`src/rtl/fscr_pkg.sv`:
```
package fscr_pkg;
    localparam int FRAME_ROWS    = 9;
    localparam int FRAME_COLS    = 270;
    localparam int CLEAR_BYTES   = 9;
    localparam int GEN_STAGES    = 7;
    localparam int GEN_TAP_HI    = 6;
    localparam int GEN_TAP_LO    = 5;
    localparam int DATA_W        = 8;

    typedef enum logic [1:0] {
        ST_HUNT,
        ST_OVERHEAD,
        ST_SCRAMBLE
    } scr_state_e;
endpackage

```
`src/rtl/fscr_position.sv`:
```
module fscr_position
    import fscr_pkg::*;
#(
    parameter int ROWS  = FRAME_ROWS,
    parameter int COLS  = FRAME_COLS,
    parameter int CLEAR = CLEAR_BYTES
) (
    input  logic clk,
    input  logic rst_n,
    input  logic byte_ok,
    input  logic sof,
    output logic scramble_now,
    output logic seed_load
);
    localparam int ROW_W = (ROWS > 1) ? $clog2(ROWS) : 1;
    localparam int COL_W = (COLS > 1) ? $clog2(COLS) : 1;
    localparam logic [ROW_W-1:0] LAST_ROW  = ROW_W'(ROWS - 1);
    localparam logic [COL_W-1:0] LAST_COL  = COL_W'(COLS - 1);
    localparam logic [COL_W-1:0] CLEAR_END = COL_W'(CLEAR - 1);

    scr_state_e state_q, state_d;
    logic [ROW_W-1:0] row_q, row_d, cur_row;
    logic [COL_W-1:0] col_q, col_d, cur_col;
    logic             end_of_frame;
    logic             end_of_clear;

    // Position of the byte on the bus now; a marker forces row 1, column 1
    always_comb begin
        cur_row = sof ? '0 : row_q;
        cur_col = sof ? '0 : col_q;
    end

    assign end_of_frame = (cur_row == LAST_ROW) && (cur_col == LAST_COL);
    assign end_of_clear = (cur_row == '0) && (cur_col == CLEAR_END);

    // Position of the following byte
    always_comb begin
        row_d = row_q;
        col_d = col_q;
        if (byte_ok && (sof || state_q != ST_HUNT)) begin
            if (cur_col == LAST_COL) begin
                col_d = '0;
                row_d = (cur_row == LAST_ROW) ? '0 : cur_row + 1'b1;
            end else begin
                col_d = cur_col + 1'b1;
                row_d = cur_row;
            end
        end
    end

    // Next state
    always_comb begin
        state_d = state_q;
        if (byte_ok) begin
            unique case (state_q)
                ST_HUNT: begin
                    if (sof) state_d = end_of_clear ? ST_SCRAMBLE : ST_OVERHEAD;
                end
                ST_OVERHEAD: begin
                    if (end_of_clear) state_d = ST_SCRAMBLE;
                    else              state_d = ST_OVERHEAD;
                end
                ST_SCRAMBLE: begin
                    if (sof)               state_d = end_of_clear ? ST_SCRAMBLE : ST_OVERHEAD;
                    else if (end_of_frame) state_d = ST_OVERHEAD;
                    else                   state_d = ST_SCRAMBLE;
                end
                default: state_d = ST_HUNT;
            endcase
        end
    end

    // State and position registers
    always_ff @(posedge clk) begin
        if (!rst_n) begin
            state_q <= ST_HUNT;
            row_q   <= '0;
            col_q   <= '0;
        end else begin
            state_q <= state_d;
            row_q   <= row_d;
            col_q   <= col_d;
        end
    end

    // Outputs per state
    always_comb begin
        scramble_now = 1'b0;
        seed_load    = 1'b0;
        unique case (state_q)
            ST_HUNT:     seed_load    = byte_ok && sof && end_of_clear;
            ST_OVERHEAD: seed_load    = byte_ok && end_of_clear;
            ST_SCRAMBLE: begin
                scramble_now = byte_ok && !sof;
                seed_load    = byte_ok && sof && end_of_clear;
            end
            default: ;
        endcase
    end

    // an idle cycle leaves the position and the state untouched
    assert_idle_hold_R7: assert property (@(posedge clk) disable iff (!rst_n)
        !byte_ok |=> $stable(row_q) && $stable(col_q) && $stable(state_q));

    // the position counters stay inside the frame
    assert_pos_bounds_R6: assert property (@(posedge clk) disable iff (!rst_n)
        (row_q <= LAST_ROW) && (col_q <= LAST_COL));

    // a marker byte always restarts the count just after row 1, column 1
    assert_sof_restart_R8: assert property (@(posedge clk) disable iff (!rst_n)
        (byte_ok && sof) |=> (row_q == '0) && (col_q == COL_W'(1 % COLS)));

    // no whitening is done on a marker byte
    assert_sof_clear_R3: assert property (@(posedge clk) disable iff (!rst_n)
        sof |-> !scramble_now);
endmodule

```
`src/rtl/fscr_keystream.sv`:
```
module fscr_keystream
    import fscr_pkg::*;
#(
    parameter int STAGES = GEN_STAGES,
    parameter int TAP_HI = GEN_TAP_HI,
    parameter int TAP_LO = GEN_TAP_LO,
    parameter int BYTE_W = DATA_W
) (
    input  logic              clk,
    input  logic              rst_n,
    input  logic              load,
    input  logic              advance,
    output logic [BYTE_W-1:0] ks_byte
);
    localparam logic [STAGES-1:0] SEED = '1;

    logic [STAGES-1:0] gen_q;
    logic [STAGES-1:0] step [0:BYTE_W];

    assign step[0] = gen_q;

    // One byte's worth of generator steps unrolled; first bit goes to the MSB
    for (genvar i = 0; i < BYTE_W; i++) begin : g_step
        assign ks_byte[BYTE_W-1-i] = step[i][STAGES-1];
        assign step[i+1] = {step[i][STAGES-2:0], step[i][TAP_HI] ^ step[i][TAP_LO]};
    end

    always_ff @(posedge clk) begin
        if (!rst_n) begin
            gen_q <= SEED;
        end else if (load) begin
            gen_q <= SEED;
        end else if (advance) begin
            gen_q <= step[BYTE_W];
        end
    end

    // the generator never reaches the all-zero lock-up state
    assert_no_lockup_R5: assert property (@(posedge clk) disable iff (!rst_n)
        gen_q != '0);

    // without a byte to whiten the generator holds
    assert_gen_hold_R7: assert property (@(posedge clk) disable iff (!rst_n)
        (!load && !advance) |=> $stable(gen_q));

    // the generator holds the seed after a load
    assert_seed_R4: assert property (@(posedge clk) disable iff (!rst_n)
        load |=> (gen_q == SEED));
endmodule

```
`src/rtl/frame_scrambler.sv`:
```
module frame_scrambler
    import fscr_pkg::*;
#(
    parameter int ROWS   = FRAME_ROWS,
    parameter int COLS   = FRAME_COLS,
    parameter int CLEAR  = CLEAR_BYTES,
    parameter int STAGES = GEN_STAGES,
    parameter int TAP_HI = GEN_TAP_HI,
    parameter int TAP_LO = GEN_TAP_LO,
    parameter int BYTE_W = DATA_W
) (
    input  logic              clk,
    input  logic              rst_n,
    input  logic [BYTE_W-1:0] in_data,
    input  logic              in_valid,
    input  logic              in_sof,
    output logic [BYTE_W-1:0] out_data,
    output logic              out_valid
);
    logic              scramble_now;
    logic              seed_load;
    logic [BYTE_W-1:0] ks_byte;
    logic [BYTE_W-1:0] mask;

    fscr_position #(
        .ROWS  (ROWS),
        .COLS  (COLS),
        .CLEAR (CLEAR)
    ) u_pos (
        .clk          (clk),
        .rst_n        (rst_n),
        .byte_ok      (in_valid),
        .sof          (in_sof),
        .scramble_now (scramble_now),
        .seed_load    (seed_load)
    );

    fscr_keystream #(
        .STAGES (STAGES),
        .TAP_HI (TAP_HI),
        .TAP_LO (TAP_LO),
        .BYTE_W (BYTE_W)
    ) u_ks (
        .clk     (clk),
        .rst_n   (rst_n),
        .load    (seed_load),
        .advance (scramble_now),
        .ks_byte (ks_byte)
    );

    assign mask = scramble_now ? ks_byte : '0;

    always_ff @(posedge clk) begin
        if (!rst_n) begin
            out_data  <= '0;
            out_valid <= 1'b0;
        end else begin
            out_valid <= in_valid;
            out_data  <= in_valid ? (in_data ^ mask) : '0;
        end
    end

    // the output strobe follows the input strobe by one cycle
    assert_valid_follow_R10: assert property (@(posedge clk) disable iff (!rst_n)
        in_valid |=> out_valid);

    // no output byte for an idle input cycle
    assert_idle_out_R7: assert property (@(posedge clk) disable iff (!rst_n)
        !in_valid |=> !out_valid);

    // a marker byte leaves the block unchanged
    assert_sof_pass_R3: assert property (@(posedge clk) disable iff (!rst_n)
        (in_valid && in_sof) |=> (out_data == $past(in_data)));
endmodule

```
`config.mk`:
```
export PLATFORM = sky130hd
export DESIGN_NAME = frame_scrambler
export DESIGN_NICKNAME = d
export VERILOG_FILES = /design/src/rtl/fscr_pkg.sv /design/src/rtl/fscr_position.sv /design/src/rtl/fscr_keystream.sv /design/src/rtl/frame_scrambler.sv
export SDC_FILE = /design/constraint.sdc
export NUM_CORES = 1
export LEC_CHECK = 0
export ABC_AREA = 1
export ABC_CLOCK_PERIOD_IN_PS = 1800
export BUFFER_PORTS_ARGS = -buffer_cell sky130_fd_sc_hd__buf_2
export CORE_ASPECT_RATIO = 0.75
export CORE_MARGIN = 1.5
export CORE_UTILIZATION = 57
export CTS_CLUSTER_SIZE = 16
export DETAILED_ROUTE_END_ITERATION = 6
export PLACE_DENSITY = 0.78
export SLEW_MARGIN = 20
export SYNTH_ARGS = -nofsm -noshare
export SYNTH_HDL_FRONTEND = slang
export SYNTH_SLANG_ARGS = --single-unit
export TNS_END_PERCENT = 1
```
`constraint.sdc`:
```
create_clock -name clk -period 1.8 [get_ports clk]
set_input_delay 0.09 -clock clk [delete_from_list [all_inputs] [get_ports clk]]
set_output_delay 0.09 -clock clk [all_outputs]
set_load 0.05 [all_outputs]
```
Word level (Yosys, flattened, before mapping)
Index checks and enable logic that the tools add are counted.
- register bits after elaboration: 31
- input bits: 12
- output and inout port bits: 9
- word-level logic and storage cells: 53
- add/sub/neg operators: 2
- equality and inequality tests: 6
- multiplexer cells: 13
- bitwise operators: 10
- reduce and logical (&&, ||, !) cells: 16
- operators with widths (kind ; count):
    two-way mux 9 bit ; 2
    two-way mux 4 bit ; 3
    adder 9 x 1 -> 9 bit (second input constant) ; 1
    == test 9 x 4 -> 1 bit (second input constant) ; 1
    == test 9 bit (second input constant) ; 1
    two-way mux 2 bit ; 4
    two-way mux 8 bit ; 1
    bitwise XOR 1 bit ; 8
    bitwise XOR 8 bit ; 1
    logical AND 1 bit ; 7
    case mux 2 bit (3 select lines) ; 1
    adder 4 x 1 -> 4 bit (second input constant) ; 1
    == test 4 bit (second input constant) ; 1
    zero test 4 bit ; 1
    AND reduction 2 bit ; 2
    OR reduction 2 bit ; 2
    == test 2 x 1 -> 1 bit (second input constant) ; 1
    == test 2 bit (second input constant) ; 1
    zero test 2 bit ; 1
    != test 2 bit (second input constant) ; 1
    case mux 1 bit (2 select lines) ; 1
    nonzero test 2 bit ; 1
    zero test 1 bit ; 1
    logical OR 1 bit ; 1
    other kinds (2) ; 2

Longest topological paths before layout
Gate-level depths: netlist of the first run.
- word-level depth: 6
- gate-level depth with buffers: 13

By module
Synthesis of the first run repeated with hierarchy kept, for this count alone.
- cells, all modules: 280
- area, all modules: 1920.6 µm²
- by module, submodules not included (module ; instances ; cells each ; area each (µm²) ; seq. area each (µm²)):
    fscr_position ; 1 ; 180 ; 1149.9 ; 300.3
    fscr_keystream ; 1 ; 55 ; 401.6 ; 140.1
    frame_scrambler ; 1 ; 45 ; 369.1 ; 180.2

Worst setup path after synthesis of the first run
OpenSTA, ideal clock, no wires.
- path type: reg2reg
- start point: reg u_pos.col_q[0]
- end point: reg u_pos.state_q[1]
- library setup time: 0.117 ns
- arrival: 1.364 ns
- setup slack: 0.319 ns
- stages on the path, launching flop included: 11
- path buffers: 0
- clock period less this slack: 1.481 ns
- path through: dfxtp_1 -> inv_1 -> nor2_1 -> ha_1 -> nand3_1 -> nor2_4 -> nand3_2 -> o21ai_1 -> nor2_1 -> nor2_1 -> nor2_1
- longest elaborated chain between the ends: 6
- elaborated cells between the ends (all ways): 10
- classes of those cells: eq/ne (2); mux (6); reduce/logical (2)
- ends and longest elaborated chain (element ; RTL line ; RTL):
    start: declaration ; fscr_position.sv:23 ; logic [COL_W-1:0] col_q, col_d, cur_col;
    start signal: assignment ; fscr_position.sv:82 ; col_q <= col_d;
    two-way mux 9 bit * ; fscr_position.sv:30 ; cur_col = sof ? '0 : col_q;
    == test 9 bit / == test 9 x 4 -> 1 bit (equally long branches) ; fscr_position.sv:33, fscr_position.sv:34 ;
    logical AND 1 bit, on equally long branches ; fscr_position.sv:33, fscr_position.sv:34 ;
    two-way mux 2 bit, on equally long branches ; - ;
    two-way mux 2 bit, on equally long branches ; fscr_position.sv:64, fscr_position.sv:57 ;
    case mux 2 bit (3 select lines) * ; fscr_position.sv:55 ; unique case (state_q)
    end signal: assignment ; fscr_position.sv:80 ; state_q <= state_d;
    end: declaration ; fscr_position.sv:21 ; scr_state_e state_q, state_d;
Every way passes the cells marked *; elsewhere a longest branch is shown, timed or not. The select of a mux whose other input is x is not followed.
A chain may end at the register's enable or synchronous reset.

Final worst setup path of the first run
- start point: reg u_pos.col_q[0]
- end point: reg u_pos.col_q[7]
- longest elaborated chain between the ends: 3
- elaborated cells between the ends (all ways): 4
- classes of those cells: add/sub (1); eq/ne (1); mux (2)
- ends and longest elaborated chain (element ; RTL line ; RTL):
    two-way mux 9 bit * ; fscr_position.sv:30 ;
    adder 9 x 1 -> 9 bit / == test 9 bit (equally long branches) ; fscr_position.sv:45, fscr_position.sv:41 ;
    two-way mux 9 bit * ; fscr_position.sv:41 ; if (cur_col == LAST_COL) begin
Every way passes the cells marked *; elsewhere a longest branch is shown, timed or not.

==> impl_metrics.tcl, run 1 <==
set metrics [dict create \
    outcome "finished, final reports clean" \
    hp-class "primary input to flip-flop" \
    drv_cap 0 \
    syn_area_um2 1808 \
    finalHoldViolCount 0 \
    grt_max_degree 19 \
    yosysSeqAreaShare 0.3433 \
    dr.first_iter.drc_count 167 \
    synth_xor_area_frac 0.05813 \
    synth_compound_area_frac 0.09481 \
    peakVddDrop_uv 470.6 \
    die_y_um 51.78 \
    diodes 0 \
    overflow 0 \
    cpMaxStageDelayCell "dfxtp_1" \
    ctsLongestPathBuffers 2 \
    area_growth_pct 12.04 \
    wl_per_cell_um 12.70 \
    period_share 0.8951 \
    clkLatencyLatePin_ns 0.29 \
    mostFrequentLayoutCells "nand2_1 (63), dfxtp_1 (31), nor2_1 (28)" \
    crit_chain "inv_1 > nor2_2 > ha_1 > nand3_1 > nor2_4 > nand3_2 > nand2_1 > inv_2 > nand3_1 > a21oi_1" \
    path_class "flip-flop to flip-flop" \
    portBuffers 20 \
    seqPwrFrac 0.487 \
    num_vias 1695 \
    synth_cells 259 \
    p_switching_uw 418.4 \
    syn_nets 276 \
    htreeDepth 2 \
    place_hpwl_um 2962 \
    syn_area_per_cell_um2 6.981 \
    worst_slew_pin_slew_ns 0.4709 \
    core_um2 2978 \
    p_per_area_nw_per_um2 734.2 \
    io_pins 21 \
    cp_top_family "simple AND/OR/NAND/NOR gates" \
    rows 17 \
    synth_seq_cells 31 \
    critPathMaxStageDelay_ns 0.32 \
    power.share.clock 0.380 \
    clkSinkCount 31 \
    cpMostUsedCell "nand3_1" \
    drv_slew 0 \
    synth_top_family_by_area "simple AND/OR/NAND/NOR gates" \
    path_clk_slew_ns 0.07 \
    cts_root_buffer "clkbuf_8" \
    initial_core_util 0.6071 \
    worst_setup_path_start_kind "flip-flop" \
    drc_errors 0 \
    finalSetupViolCount 0 \
    place.gp.congestion 0.9143 \
    ant_nets 0 \
    cts_tree "done" \
    cp_max_fo 6 \
    p_comb_frac 0.133 \
    cellLeakagePower_uw 0.0009367 \
    worstPathBufferInverterCount 2 \
    final_util 0.6803 \
    cts_buffers 5 \
    ys_warn_count 0 \
    power.internal_uw 1069 \
    netlist-cell-type-count 33 \
    post-route-min-period_ns 1.611 \
    antenna_found_initial 0 \
    layout-drive-gt1-share 0.1950 \
    holdWs_ns 0.04268 \
    yosys.area_share.simple 0.3785 \
    synthMuxAreaShare 0 \
    final_common_cell "nand2_1" \
    skew_ns 0.004859 \
    grt_pass1_wl_um 6658 \
    grt_pass1_vias 1468 \
    fp.dieW_um 68.03 \
    dieArea_um2 3522 \
    grt_usage 0.2599 \
    relSlewSlack 0.6857 \
    place_ws_ns 0.1622 \
    cp-end-kind "flip-flop" \
    crit_arrival_ns 1.77 \
    synth_fa_ha_area_frac 0.03460 \
    rsz0062_at_grt "false" \
    routed_wl_um 4065 \
    drtPass1Iterations 4 \
    cts_setup_buffers 0 \
    max_freq_mhz 620.7 \
    final_nets 299 \
    setup_tns_ns 0 \
    switching_share 0.2813 \
    routed_via_density 5.297 \
    worst_slack_ns 0.1889 \
    cp.required_ns 1.96 \
]
-- worst reg2reg max path, delay by kind of cell (launching register included) --
kind	cells	cell delay (ns)
adders and majority gates	1	0.19
DFF	1	0.32
buffers and inverters	2	0.16
and+or+nand+nor	6	0.75
AOI/OAI and AO/OA	1	0.06
-- layer usage --
| metal | routed length (um) | share of wire | track usage |
|---|---|---|---|
| met4 | 47 | 0.012 | 0.1233 |
| met3 | 319 | 0.078 | 0.05195 |
| met5 | 0 | 0 | 0 |
| met1 | 2053 | 0.51 | 0.3814 |
| met2 | 1645 | 0.40 | 0.3592 |
-- Yosys cell counts (all sizes together) --
cell | instances | area share
nand3 | 25 | 0.075
clkinv | 1 | 0.0028
ha | 5 | 0.035
nor3 | 4 | 0.023
dfxtp | 31 | 0.34
xnor2 | 2 | 0.0097
clkbuf | 2 | 0.0042
a21oi | 17 | 0.049
nand4 | 7 | 0.028
inv | 31 | 0.066
nand2 | 69 | 0.16
buf | 4 | 0.018
o31ai | 1 | 0.0042
nand3b | 2 | 0.0083
xor2 | 10 | 0.048
o22ai | 1 | 0.0035
o21ai | 11 | 0.035
nor2 | 35 | 0.088
a31oi | 1 | 0.0035
-- area by class of cell --
| class | count | area, um^2 |
|---|---|---|
| inverter | 32 | 123.9 |
| fill | 254 | 952.2 |
| multi-input combinational | 190 | 1028 |
| timing repair buffer | 22 | 117.6 |
| sequential | 31 | 620.6 |
| clock inverter | 1 | 5.005 |
| clock buffer | 6 | 82.58 |
| tap | 38 | 47.55 |
-- power by group through the flow --
stage,Clock (uW),Combinational [uW],Sequential (uW)
finish,565,197,725
global placement,0,188,740
global route,598,215,728
CTS,575,194,725
detailed placement,0,192,740
floorplan,0,110,770
-- sequential cells by signal, summed over array words and instances, names as in the netlist --
register	cells
out_data	8
u_pos.state_q	2
out_valid	1
u_ks.gen_q	7
u_pos.col_q	9
u_pos.row_q	4
-- path summary, 6_finish.rpt --
| check | from | end | slack [ns] | cells past startpoint |
|---|---|---|---|---|
| max | u_pos.col_q[0] | u_pos.col_q[7] | 0.19 | 10 |
| min | in_data[4] | out_data[4] | 0.04 | 3 |
| min reg2reg | u_pos.col_q[0] | u_pos.col_q[0] | 0.47 | 2 |
| max reg2reg | u_pos.col_q[0] | u_pos.col_q[7] | 0.19 | 10 |
-- per-stage QoR --
| step | total power, uW | cell area [um^2] | cells |
|---|---|---|---|
| after CTS | 1494 | 2021 | 320 |
| after detailed placement | 931.6 | 1923 | 312 |
| final | 1487 | 2026 | 320 |
| after global placement | 927.6 | 1923 | 312 |
| after floorplan | 880.3 | 1808 | 259 |
| after global routing | 1541 | 2026 | 320 |
-- kinds of logic after synthesis --
logic type,count (synthesis)
simple gates,142
buf+inv,38
compound gates,31
flops,31
xor+xnor,12
fa+ha+maj,5
-- timing repair --
item,CTS,global route
hold buffers,1,0
endpoints found under the hold margin,1,0
endpoints found under the setup margin,0,5
resized for setup,0,2
No activity file was read; power rests on OpenSTA's default activity.
==> run 2, diff against run 1 <==
Settings changed: BUFFER_PORTS_ARGS -buffer_cell sky130_fd_sc_hd__buf_2 to unset, CORE_UTILIZATION 57 to 60, DONT_BUFFER_PORTS set to 1, PLACE_DENSITY 0.78 to 0.76.
==> run 2 against run 1 <==
Sequential share of layout area shrank 0.43 points. Final area increased by 1.4%. Register-to-register slack improved by 0.02 ns. Clock skew about the same. Die area shrank 4.7%. Count of clock-buffer cells in the layout is the same. Setup slack better by 0.016 ns. Non-clock buffer count down 11. Critical endpoint is now u_pos.col_q[8]. Largest cell class unchanged.
==> impl_metrics.tcl, run 2 (synthesized netlist as in run 1, its figures left out) <==
set metrics [dict create \
    layout-drive-gt1-share 0.1397 \
    cp-end-kind "flip-flop" \
    grt_pass1_vias 1402 \
    rows 17 \
    worst_slew_pin_slew_ns 0.4820 \
    grt_usage 0.2687 \
    place.gp.congestion 0.8297 \
    clkSinkCount 31 \
    fp.dieW_um 66.39 \
    area_growth_pct 13.63 \
    cts_setup_buffers 0 \
    dr.first_iter.drc_count 150 \
    finalHoldViolCount 0 \
    fin_cells 310 \
    worst_setup_path_start_kind "flip-flop" \
    reg2reg_depth 11 \
    dieArea_um2 3355 \
    initial_core_util 0.6204 \
    period_share 0.8862 \
    regMostFlops "u_pos.col_q" \
    peakVddDrop_uv 504.6 \
    largest_reg_flops 9 \
    core_um2 2914 \
    drtPass1Iterations 4 \
    fillers 242 \
    path_class "flip-flop to flip-flop" \
    overflow 0 \
    clkLatencyLatePin_ns 0.29 \
    mostFrequentLayoutCells "nand2_1 (63), dfxtp_1 (31), nor2_1 (28)" \
    p_per_area_nw_per_um2 792.4 \
    finalSetupViolCount 0 \
    dp.cells 293 \
    portBuffers 0 \
    ant_nets 0 \
    path_clk_slew_ns 0.07 \
    drv_cap 0 \
    skew_ns 0.004922 \
    antenna_found_initial 0 \
    post-route-min-period_ns 1.595 \
    crit_arrival_ns 1.75 \
    routed_via_density 5.355 \
    place_hpwl_um 2702 \
    final_common_cell "nand2_1" \
    drc_errors 0 \
    grt_max_degree 19 \
    place_ws_ns 0.1725 \
    reg.largest.list "u_pos.col_q x9, out_data x8, u_ks.gen_q x7" \
    outcome "finished, final reports clean" \
    cp_max_fo 6 \
    rsz0062_at_grt "false" \
    hp-class "primary input to flip-flop" \
    cts_buffers 5 \
    htreeDepth 2 \
    relSlewSlack 0.6782 \
    die_y_um 50.54 \
    cts_tree "done" \
    holdWs_ns 0.05168 \
    num_vias 1660 \
    cts_root_buffer "clkbuf_8" \
    drv_slew 0 \
    max_freq_mhz 626.9 \
    cellLeakagePower_uw 0.0009022 \
    final_nets 288 \
    grt_pass1_wl_um 6651 \
    io_pins 21 \
    diodes 0 \
    worst_slack_ns 0.2048 \
    ctsLongestPathBuffers 2 \
    holdPathStages 3 \
    routed_wl_um 4017 \
    cp.required_ns 1.96 \
    wl_per_cell_um 12.96 \
    setup_tns_ns 0 \
]
-- run 2: cell types whose count changed in the layout (fill, tap and decap cells not counted), sizes merged --
cell,delta
bufinv,+1
buf,-19
dlygate4sd3,+8
-- run 2: path summary, 6_finish.rpt --
check | startpoint | end | slack (ns)
worst min register to register | u_pos.col_q[0] | u_pos.col_q[0] | 0.46
worst max-delay path | u_pos.col_q[1] | u_pos.col_q[8] | 0.20
worst min-delay path | in_valid | u_pos.state_q[0] | 0.05
worst max register to register | u_pos.col_q[1] | u_pos.col_q[8] | 0.20
-- run 2: metrics by stage --
stage | instance area, um^2 | total power, uW | util
3_5_place_dp | 1831 | 901.8 | 0.6282
5_1_grt | 2054 | 1691 | 0.7050
2_1_floorplan | 1808 | 880.3 | -
3_3_place_gp | 1831 | 900.6 | 0.6282
4_1_cts | 2038 | 1632 | 0.6994
6_report | 2054 | 1628 | 0.7050
-- run 2: cell type report --
type                    instances  area (um^2)  area share
clock inverters                 2        35.03     0.01705
well taps                      38        47.55     0.02314
flip-flops and latches         31        620.6      0.3021
inverters                      32        123.9     0.06029
clock buffers                   6        82.58     0.04019
multi-input cells             190         1040      0.5061
repair buffers                 11        105.1     0.05116
-- run 2: where the power goes --
group          switching [uW]  internal, uW
registers                48.3           710
logic                    96.4          57.0
clock network             269           448
total                     413          1210
-- run 2: layer usage --
layer | part of all wire | vias to the layer above | wire length (um) | global-route usage
met5 | 0 | - | 0 | 0
met4 | 0.013 | 0 | 52 | 0.09184
met3 | 0.067 | 8 | 269 | 0.07399
met2 | 0.41 | 53 | 1641 | 0.3433
met1 | 0.51 | 737 | 2053 | 0.4216
li1 | - | 862 | - | -
-- run 2: repair_timing --
item / 4_1_cts / 5_1_grt
hold buffers: 9 / 0
gates resized for setup: 0 / 4
hold endpoints to repair: 18 / 0
setup endpoints to repair: 0 / 8
-- run 2: worst max-delay path: stages, from the launching register on --
cell     delay, ns
dfxtp_1       0.31
inv_1         0.12
nor2_2        0.06
inv_1         0.08
ha_1          0.17
nand3_1       0.12
nor2_4        0.15
nand3_4       0.11
nand2_1       0.12
inv_2         0.08
nand3_1       0.08
a21oi_1       0.06
